`config.mk`:
```
export PLATFORM = sky130hd
export DESIGN_NAME = mem_cmd_arbiter
export DESIGN_NICKNAME = d
export VERILOG_FILES = /design/src/rtl/arb_pkg.sv /design/src/rtl/arb_rr_pick.sv /design/src/rtl/arb_refresh_timer.sv /design/src/rtl/arb_slot_ctrl.sv /design/src/rtl/mem_cmd_arbiter.sv
export SDC_FILE = /design/constraint.sdc
export NUM_CORES = 1
export LEC_CHECK = 0
export BUFFER_PORTS_ARGS = -buffer_cell sky130_fd_sc_hd__buf_2
export CAP_MARGIN = 20
export CORE_UTILIZATION = 40
export CTS_CLUSTER_DIAMETER = 50
export DETAILED_ROUTE_END_ITERATION = 16
export PLACE_DENSITY_LB_ADDON = 0.3
export SLEW_MARGIN = 20
export SYNTH_ARGS = -nofsm -noshare
export SYNTH_HDL_FRONTEND = slang
export SYNTH_HIERARCHICAL = 1
export SYNTH_SLANG_ARGS = --single-unit
```
`constraint.sdc`:
```
create_clock -name clk -period 11.64 [get_ports clk]
set_clock_uncertainty 0.1 [all_clocks]
set_input_delay 2.328 -clock clk [delete_from_list [all_inputs] [get_ports clk]]
set_output_delay 2.328 -clock clk [all_outputs]
set_load 0.02 [all_outputs]
```
`src/rtl/arb_pkg.sv`:
```
// Package: arb_pkg
// Shared constants and types for the round-robin memory command arbiter.
// Assumes a fixed ring of eight channels and a four-cycle command slot.
package arb_pkg;
    localparam int NUM_CH    = 8;
    localparam int CH_IDX_W  = $clog2(NUM_CH);
    localparam int PHASE_W   = 2;
    localparam int SLOT_W    = 1 + CH_IDX_W + PHASE_W;

    localparam logic [1:0] CODE_INIT = 2'b00;
    localparam logic [1:0] CODE_RFSH = 2'b01;

    // What the current cycle decides to issue
    typedef enum logic [1:0] {
        ACT_NONE  = 2'd0,
        ACT_RFSH  = 2'd1,
        ACT_INIT  = 2'd2,
        ACT_GRANT = 2'd3
    } act_e;
endpackage

```
`src/rtl/arb_rr_pick.sv`:
```
// Module: arb_rr_pick
// Combinational rotating finder. It returns the first requesting channel
// at or above start_i, wrapping modulo NUM_CH.
// Assumes NUM_CH is a power of two, so that index arithmetic wraps naturally.
module arb_rr_pick
    import arb_pkg::*;
(
    input  logic [NUM_CH-1:0]   req_i,
    input  logic [CH_IDX_W-1:0] start_i,
    output logic                hit_o,
    output logic [CH_IDX_W-1:0] win_o
);
    logic [2*NUM_CH-1:0] dbl_req;
    logic [NUM_CH-1:0]   rot_req;
    logic [CH_IDX_W-1:0] offset;

    assign dbl_req = {req_i, req_i};
    assign rot_req = dbl_req[start_i +: NUM_CH];

    // Lowest set bit of the rotated vector gives the distance from the start
    always_comb begin
        offset = '0;
        for (int k = NUM_CH - 1; k >= 0; k--) begin
            if (rot_req[k]) offset = CH_IDX_W'(k);
        end
    end

    assign hit_o = |req_i;
    assign win_o = start_i + offset;
endmodule

```
`src/rtl/arb_refresh_timer.sv`:
```
// Module: arb_refresh_timer
// Refresh interval timer. Loads RELOAD and counts down until its top bit
// sets, then holds and flags due_o until reload_i restarts it.
// Assumes RELOAD fits in TMR_W-1 bits.
module arb_refresh_timer #(
    parameter int TMR_W  = 16,
    parameter int RELOAD = 32767
) (
    input  logic clk,
    input  logic rst_n,
    input  logic reload_i,
    output logic due_o
);
    localparam logic [TMR_W-1:0] RELOAD_V = TMR_W'(RELOAD);

    logic [TMR_W-1:0] tmr_q;

    // Count down, reload on a refresh command or on reset
    always_ff @(posedge clk) begin
        if (!rst_n) begin
            tmr_q <= RELOAD_V;
        end else if (reload_i) begin
            tmr_q <= RELOAD_V;
        end else if (!tmr_q[TMR_W-1]) begin
            tmr_q <= tmr_q - 1'b1;
        end
    end

    assign due_o = tmr_q[TMR_W-1];
endmodule

```
`src/rtl/arb_slot_ctrl.sv`:
```
// Module: arb_slot_ctrl
// Slot sequencer. It holds one counter of the form {boot, pointer, phase}.
// Phases 0..2 are idle. Phase 3 decides, if ready_i is high, between
// refresh, initialise and grant, in that order of precedence.
// The boot bit is set by reset. It is cleared by the carry after 32 steps.
module arb_slot_ctrl
    import arb_pkg::*;
(
    input  logic                clk,
    input  logic                rst_n,
    input  logic                ready_i,
    input  logic                due_i,
    input  logic                hit_i,
    input  logic [CH_IDX_W-1:0] win_i,
    output act_e                act_o,
    output logic [CH_IDX_W-1:0] ptr_o
);
    localparam logic [PHASE_W-1:0] PH_DECIDE = '1;
    localparam logic [SLOT_W-1:0]  SLOT_RST  = {1'b1, {(SLOT_W-1){1'b0}}};

    logic [SLOT_W-1:0]   slot_q;
    logic [PHASE_W-1:0]  phase;
    logic                boot;
    logic [CH_IDX_W-1:0] ptr_next;

    assign phase    = slot_q[PHASE_W-1:0];
    assign ptr_o    = slot_q[PHASE_W +: CH_IDX_W];
    assign boot     = slot_q[SLOT_W-1];
    assign ptr_next = win_i + 1'b1;

    // Choose what the current cycle issues
    always_comb begin
        act_o = ACT_NONE;
        if (phase == PH_DECIDE && ready_i) begin
            if (due_i)      act_o = ACT_RFSH;
            else if (boot)  act_o = ACT_INIT;
            else if (hit_i) act_o = ACT_GRANT;
        end
    end

    // Advance the slot counter
    always_ff @(posedge clk) begin
        if (!rst_n) begin
            slot_q <= SLOT_RST;
        end else if (phase != PH_DECIDE) begin
            slot_q <= slot_q + 1'b1;
        end else begin
            case (act_o)
                ACT_RFSH:  slot_q[PHASE_W-1:0] <= '0;
                ACT_INIT:  slot_q <= slot_q + 1'b1;
                ACT_GRANT: slot_q <= {1'b0, ptr_next, {PHASE_W{1'b0}}};
                default:   slot_q <= slot_q;
            endcase
        end
    end
endmodule

```
`src/rtl/mem_cmd_arbiter.sv`:
```
// Module: mem_cmd_arbiter
// Top level of the round-robin memory command arbiter. Eight channels share
// one controller command port. Every output is registered.
// Assumes ch_req, ch_rnw and ch_addr are synchronous to clk.
module mem_cmd_arbiter
    import arb_pkg::*;
#(
    parameter int ADDR_W      = 21,
    parameter int RFSH_W      = 16,
    parameter int RFSH_RELOAD = 32767
) (
    input  logic                     clk,
    input  logic                     rst_n,
    input  logic                     ctrl_ready,
    input  logic [NUM_CH-1:0]        ch_req,
    input  logic [NUM_CH-1:0]        ch_rnw,
    input  logic [NUM_CH*ADDR_W-1:0] ch_addr,
    output logic                     cmd_valid,
    output logic [1:0]               cmd_code,
    output logic [ADDR_W-1:0]        cmd_addr,
    output logic [NUM_CH-1:0]        ch_grant
);
    logic [ADDR_W-1:0]   addr_arr [NUM_CH];
    logic                hit;
    logic [CH_IDX_W-1:0] win;
    logic [CH_IDX_W-1:0] ptr;
    logic                due;
    act_e                act;

    // Unpack the flat address bus into one word per channel
    for (genvar g = 0; g < NUM_CH; g++) begin : g_addr
        assign addr_arr[g] = ch_addr[g*ADDR_W +: ADDR_W];
    end

    arb_rr_pick u_pick (
        .req_i   (ch_req),
        .start_i (ptr),
        .hit_o   (hit),
        .win_o   (win)
    );

    arb_refresh_timer #(
        .TMR_W  (RFSH_W),
        .RELOAD (RFSH_RELOAD)
    ) u_rfsh (
        .clk      (clk),
        .rst_n    (rst_n),
        .reload_i (act == ACT_RFSH),
        .due_o    (due)
    );

    arb_slot_ctrl u_slot (
        .clk     (clk),
        .rst_n   (rst_n),
        .ready_i (ctrl_ready),
        .due_i   (due),
        .hit_i   (hit),
        .win_i   (win),
        .act_o   (act),
        .ptr_o   (ptr)
    );

    // Register the command outputs; code and address hold without a strobe
    always_ff @(posedge clk) begin
        if (!rst_n) begin
            cmd_valid <= 1'b0;
            cmd_code  <= CODE_INIT;
            cmd_addr  <= '0;
            ch_grant  <= '0;
        end else begin
            cmd_valid <= (act != ACT_NONE);
            ch_grant  <= '0;
            case (act)
                ACT_RFSH: cmd_code <= CODE_RFSH;
                ACT_INIT: cmd_code <= CODE_INIT;
                ACT_GRANT: begin
                    cmd_code <= {1'b1, ch_rnw[win]};
                    cmd_addr <= addr_arr[win];
                    ch_grant <= NUM_CH'(1) << win;
                end
                default: ;
            endcase
        end
    end
endmodule

```
### Word-level counts from Yosys, hierarchy flattened

Cells that the tools add are included.

| storage, ports and cells | value |
|---|---|
| register bits | 54 |

| cells by class | value |
|---|---|
| add/subtract/negate cells | 4 |
| magnitude comparators | 2 |
| equality and inequality tests | 5 |
| shifts and indexed selects | 2 |
| muxes and demuxes | 22 |
| bitwise operators | 2 |
| reductions and logical operators | 9 |

Operators by type and width:

| kind | number |
|---|---|
| 21-bit binary-select mux with 3-bit select | 1 |
| 21-bit two-way mux | 2 |
| 3-bit two-way mux | 8 |
| 16-bit two-way mux | 1 |
| 16-bit by 4-bit indexed part select with 8-bit output | 1 |
| 16-bit by 1-bit subtractor with 16-bit output, second input constant | 1 |
| 3-bit nonzero test | 3 |
| 2-bit two-way mux | 4 |
| 4-bit one-hot mux with 2 select lines | 1 |
| 8-bit OR reduction | 1 |
| 1-bit by 3-bit left shift with 8-bit output, first input constant | 1 |
| 6-bit by 1-bit adder with 6-bit output, second input constant | 1 |
| 2-bit == test, second input constant | 3 |
| 6-bit two-way mux | 1 |
| 2-bit one-hot mux with 3 select lines | 1 |
| 4-bit greater-or-equal comparator, second input constant | 1 |
| 3-bit by 4-bit less-than comparator with 1-bit output, second input constant | 1 |
| 3-bit inverter with 4-bit output | 1 |
| 2-bit one-hot mux with 2 select lines | 1 |
| 2-bit OR reduction | 2 |
| 3-bit by 1-bit adder with 3-bit output, second input constant | 1 |
| 3-bit adder | 1 |
| 1-bit binary-select mux with 3-bit select | 1 |
| 2-bit by 1-bit == test with 1-bit output, second input constant | 1 |
| 6 further kinds | 6 |

### Logic depth before layout (Yosys ltp)

| depth | value |
|---|---|
| depth in word-level cells | 14 |
| depth in mapped cells | 18 |
| depth with buffers taken out | 14 |

### By module

Netlist, hierarchy kept.

By module, submodules not included:

| module | times used | cells each | area an instance (µm²) |
|---|---|---|---|
| mem_cmd_arbiter | 1 | 282 | 2546.2 |
| arb_refresh_timer | 1 | 78 | 695.7 |
| arb_rr_pick | 1 | 50 | 519.2 |
| arb_slot_ctrl | 1 | 51 | 422.9 |

### Worst setup path after synthesis

No wires, ideal clock.

| timing | value |
|---|---|
| path kind | input -> register |
| from | in ch_req[7] |
| to | reg cmd_addr[14] |
| setup time | 117 ps |
| data arrival time | 5510 ps |
| required time | 11423 ps |
| setup slack | 5913 ps |
| stages | 15 |
| path buffers | 1 |
| path through | mux4_1 mux2i_1 o311ai_0 a21bo_2 a31oi_1 ha_1 inv_1 fa_1 xnor2_1 xnor2_1 nand2_1 buf_2 a211oi_1 a21oi_1 a32o_1 |

| on the way | value |
|---|---|
| longest elaborated chain between the ends | 14 |

RTL lines:

| what | RTL line | source |
|---|---|---|
| start, declared | mem_cmd_arbiter.sv:15 | `input logic [NUM_CH-1:0] ch_req,` |
| 16-bit by 4-bit indexed part select with 8-bit output (*) | arb_rr_pick.sv:18 | `assign rot_req = dbl_req[start_i +: NUM_CH];` |
| 3-bit two-way mux (7 in a row) | arb_rr_pick.sv:24 | `if (rot_req[k]) offset = CH_IDX_W'(k);` |
| 3-bit two-way mux (*) | arb_rr_pick.sv:24 |  |
| 3-bit adder (*) | arb_rr_pick.sv:29 | `assign win_o = start_i + offset;` |
| via win[2] | mem_cmd_arbiter.sv:25 | `logic [CH_IDX_W-1:0] win;` |
| 3-bit inverter with 4-bit output (implied by the code) (*) | mem_cmd_arbiter.sv:78 | `cmd_addr <= addr_arr[win];` |
| 21-bit binary-select mux with 3-bit select (*) | mem_cmd_arbiter.sv:78 |  |
| 21-bit two-way mux (implied by the code) (*) (2 in a row) | mem_cmd_arbiter.sv:78 |  |
| end signal, assigned | mem_cmd_arbiter.sv:78 |  |
| end, declared | mem_cmd_arbiter.sv:20 | `output logic [ADDR_W-1:0] cmd_addr,` |

The timed path passes the listed nets; every way through them passes the cells marked *. The select of a mux whose other input is x is not followed.
A chain may end at the register's enable or synchronous reset.

### Final worst setup path

| timing | value |
|---|---|
| from | in ch_req[7] |
| to | reg cmd_addr[12] |

Same word-level chain as after synthesis.

==> qor.txt <==
status - completed
share of power burned in registers - 41.7%
Core ar. - 0.00995 sq mm
synth warn - 6
sequential-to-total area share from yosys stat - 25.8%
hold-critical path depth - 2
post-synthesis cell count - 461
leading area contributor after synthesis - dfxtp_1
Reg clk slew, reported paths - 0.10 ns
Worst setup SP type - input pin
via/cell ratio - 5.47
# IOs - 219
Power, Total - 454 uW
Synth Register Bits - 54
die area - 0.0109 sq mm
drt wl/cell - 16.8 um
starting DRC count in detailed routing - 238
H-tree depth - 2
power density over the cells - 85.5 mW/mm^2
largest net degree at the start of global routing - 58
# DRC - 0
first-pass GRT wire length - 21300 um
Synth area leaders - dfxtp_1, mux2i_1, mux2_2, mux4_1, nand2_1
Net Switching - 136 uW
vias in the first global route - 4338
DP Area - 0.00520 sq mm
prevailing post-synth register cell - dfxtp_1
final WL - 13200 um
commonest cells in the netlist - dfxtp_1, nand2_1, mux2i_1, mux2_2, nor2_1
Post-Syn Area per Cell - 9.08 sq um
VDD IR max - 48.0 uV
Async SR Flop Fraction - 0%
initial antenna violation count - 1
clk_lat worst skew - 0.30 ns
cell area after layout - 0.00531 sq mm
crit path from - ch_req[7]
Tcrit/Tclk final - 58.7%
post_cts resized - 0
switching share of total power - 29.9%
Mapped Area - 0.00418 sq mm
max_cap viols - 0
first-pass iteration count of the detailed router - 4
hold slack - 0.367 ns
Final nets - 843
die height - 104 um
count leader, synth - dfxtp_1
Pins Over Slew Limit - 0
RSZ-0062 raised after global routing - no
Final Non-Filler Cells - 786
ratio of cells with drive above 1 in the final layout - 43.7%
I/O Buffers - 218
GRT Residual Overflow - 0
ANT nets after route - 0
dpl cells - 777
Clock Path Buffers - 2
Worst Min Path Start - cmd_addr[1]$_SDFFE_PN0N_
area delta synth->final - 27.0%
count of cell types in the netlist - 68
Power Internal - 318 uW
HPWL Detailed - 10300 um
Root Buffer - clkbuf_8
Rows - 36
final-report hold violation count - 0
Die Wd - 104 um
CTS Sinks - 54
Setup Viol. Count Final - 0
Slew headroom - 33.3%
Worst Tran Pin Value - 1.00 ns
detailed-route via count - 4296
fmax - 146 MHz
crit path kind - input pin to register
Initial Util - 42.0%
gpl congestion - 0.847
Critical Path AT - 6.94 ns
Setup Total Neg Slack - 0 ns
leakage power - 2.31 nW
FF-to-FF path depth - 14
Hold Buf Count CTS - 0
WP data required - 11.75 ns
Overall Global Routing Usage - 24.1%
top-area cell type share of the netlist area - 25.8%
Worst Hold Class - register to register
Num CTS Buffers - 5
CP Capture Type - register
# Post-CTS Setup Buffers - 0
post-layout min period - 6.84 ns
CTS tree - built
Synth Net Count - 653
Comb pwr share - 30.5%
Clock power frac - 27.8%
crit-path max FO - 22
Post-synth EDFFs - 0
## per-stage QoR
stage	worst slack, ns	util, %
6_report	4.80	53.4
5_1_grt	4.49	53.4
4_1_cts	4.86	53.3
3_5_place_dp	4.51	52.2
3_3_place_gp	4.81	52.2
2_1_floorplan	5.91	-
## layout by cell type, fill, tap and decap left out, types with 8 or more instances in the layout
cell type  instances
a211oi_1          12
a21oi_1           19
a2bb2oi_1         12
buf_2            218
dfxtp_1           54
inv_1             10
mux2_2            31
mux2i_1           36
nand2_1           40
nand3_1           10
nor2_1            22
nor2b_1           19
nor4_1             9
o21ai_0           18
o22ai_1           16
o31ai_2            8
xnor2_1           11
## path summary, 6_finish.rpt
check                                   end  slack [ns]
hold reg to reg    cmd_addr[1]$_SDFFE_PN0N_        0.37
setup / recovery  cmd_addr[12]$_SDFFE_PN0N_        4.80
hold / removal     cmd_addr[1]$_SDFFE_PN0N_        0.37
setup reg to reg  cmd_addr[12]$_SDFFE_PN0N_        6.09
## cell families after synthesis
| kind of cell | share of synthesized area, % |
|---|---|
| AO/OA/AOI/OAI | 22.8 |
| XOR/XNOR | 2.93 |
| adder cells (fa/ha/maj) | 1.67 |
| buffers and inverters | 7.33 |
| flip-flops | 25.8 |
| multiplexers | 23.1 |
| AND/OR/NAND/NOR | 16.4 |
## power by group through the flow
| stage | Combinational (mW) | Sequential [mW] | Clock, mW |
|---|---|---|---|
| floorplan | 0.0956 | 0.192 | 0 |
| global placement | 0.136 | 0.193 | 0 |
| detailed placement | 0.138 | 0.193 | 0 |
| CTS | 0.138 | 0.189 | 0.130 |
| global route | 0.151 | 0.190 | 0.138 |
| finish | 0.138 | 0.189 | 0.126 |
## registers in the layout, indices dropped and copies added (netlist names), named ones only
register,cells
cmd_code,2
cmd_addr,21
cmd_valid,1
u_slot/slot_q,5
u_rfsh/tmr_q,16
ch_grant,8
## routing by layer
layer / GRT usage [%] / vias to the layer above / part of all wire, %
met2: 45.3 / 151 / 51
met4: 6.94 / 0 / 2.4
met3: 4.57 / 24 / 5.3
li1: - / 2117 / -
met5: 0 / - / 0
met1: 27.2 / 2004 / 41
## worst max-delay path, cell delays in order
cell and delay, ns:
buf_2 0.13, mux4_1 0.53, mux2i_1 0.27, o311ai_0 0.22, a21bo_2 0.27, a31oi_1 0.18, ha_1 0.18, inv_1 0.05
fa_1 0.37, xnor2_1 0.17, xnor2_2 0.69, nand2_1 0.76, a211oi_1 0.45, a21oi_1 0.08, a32o_1 0.28
## cell type report
class | instances | area [sq um]
diodes | 1 | 2.50
multi-input cells | 359 | 2800
well taps | 133 | 166
clock inverters | 3 | 40.0
clock buffers | 5 | 68.8
flip-flops and latches | 54 | 1080
fillers | 945 | 4640
inverters | 11 | 43.8
repair buffers | 220 | 1110
(Power assumes the default switching activity.)
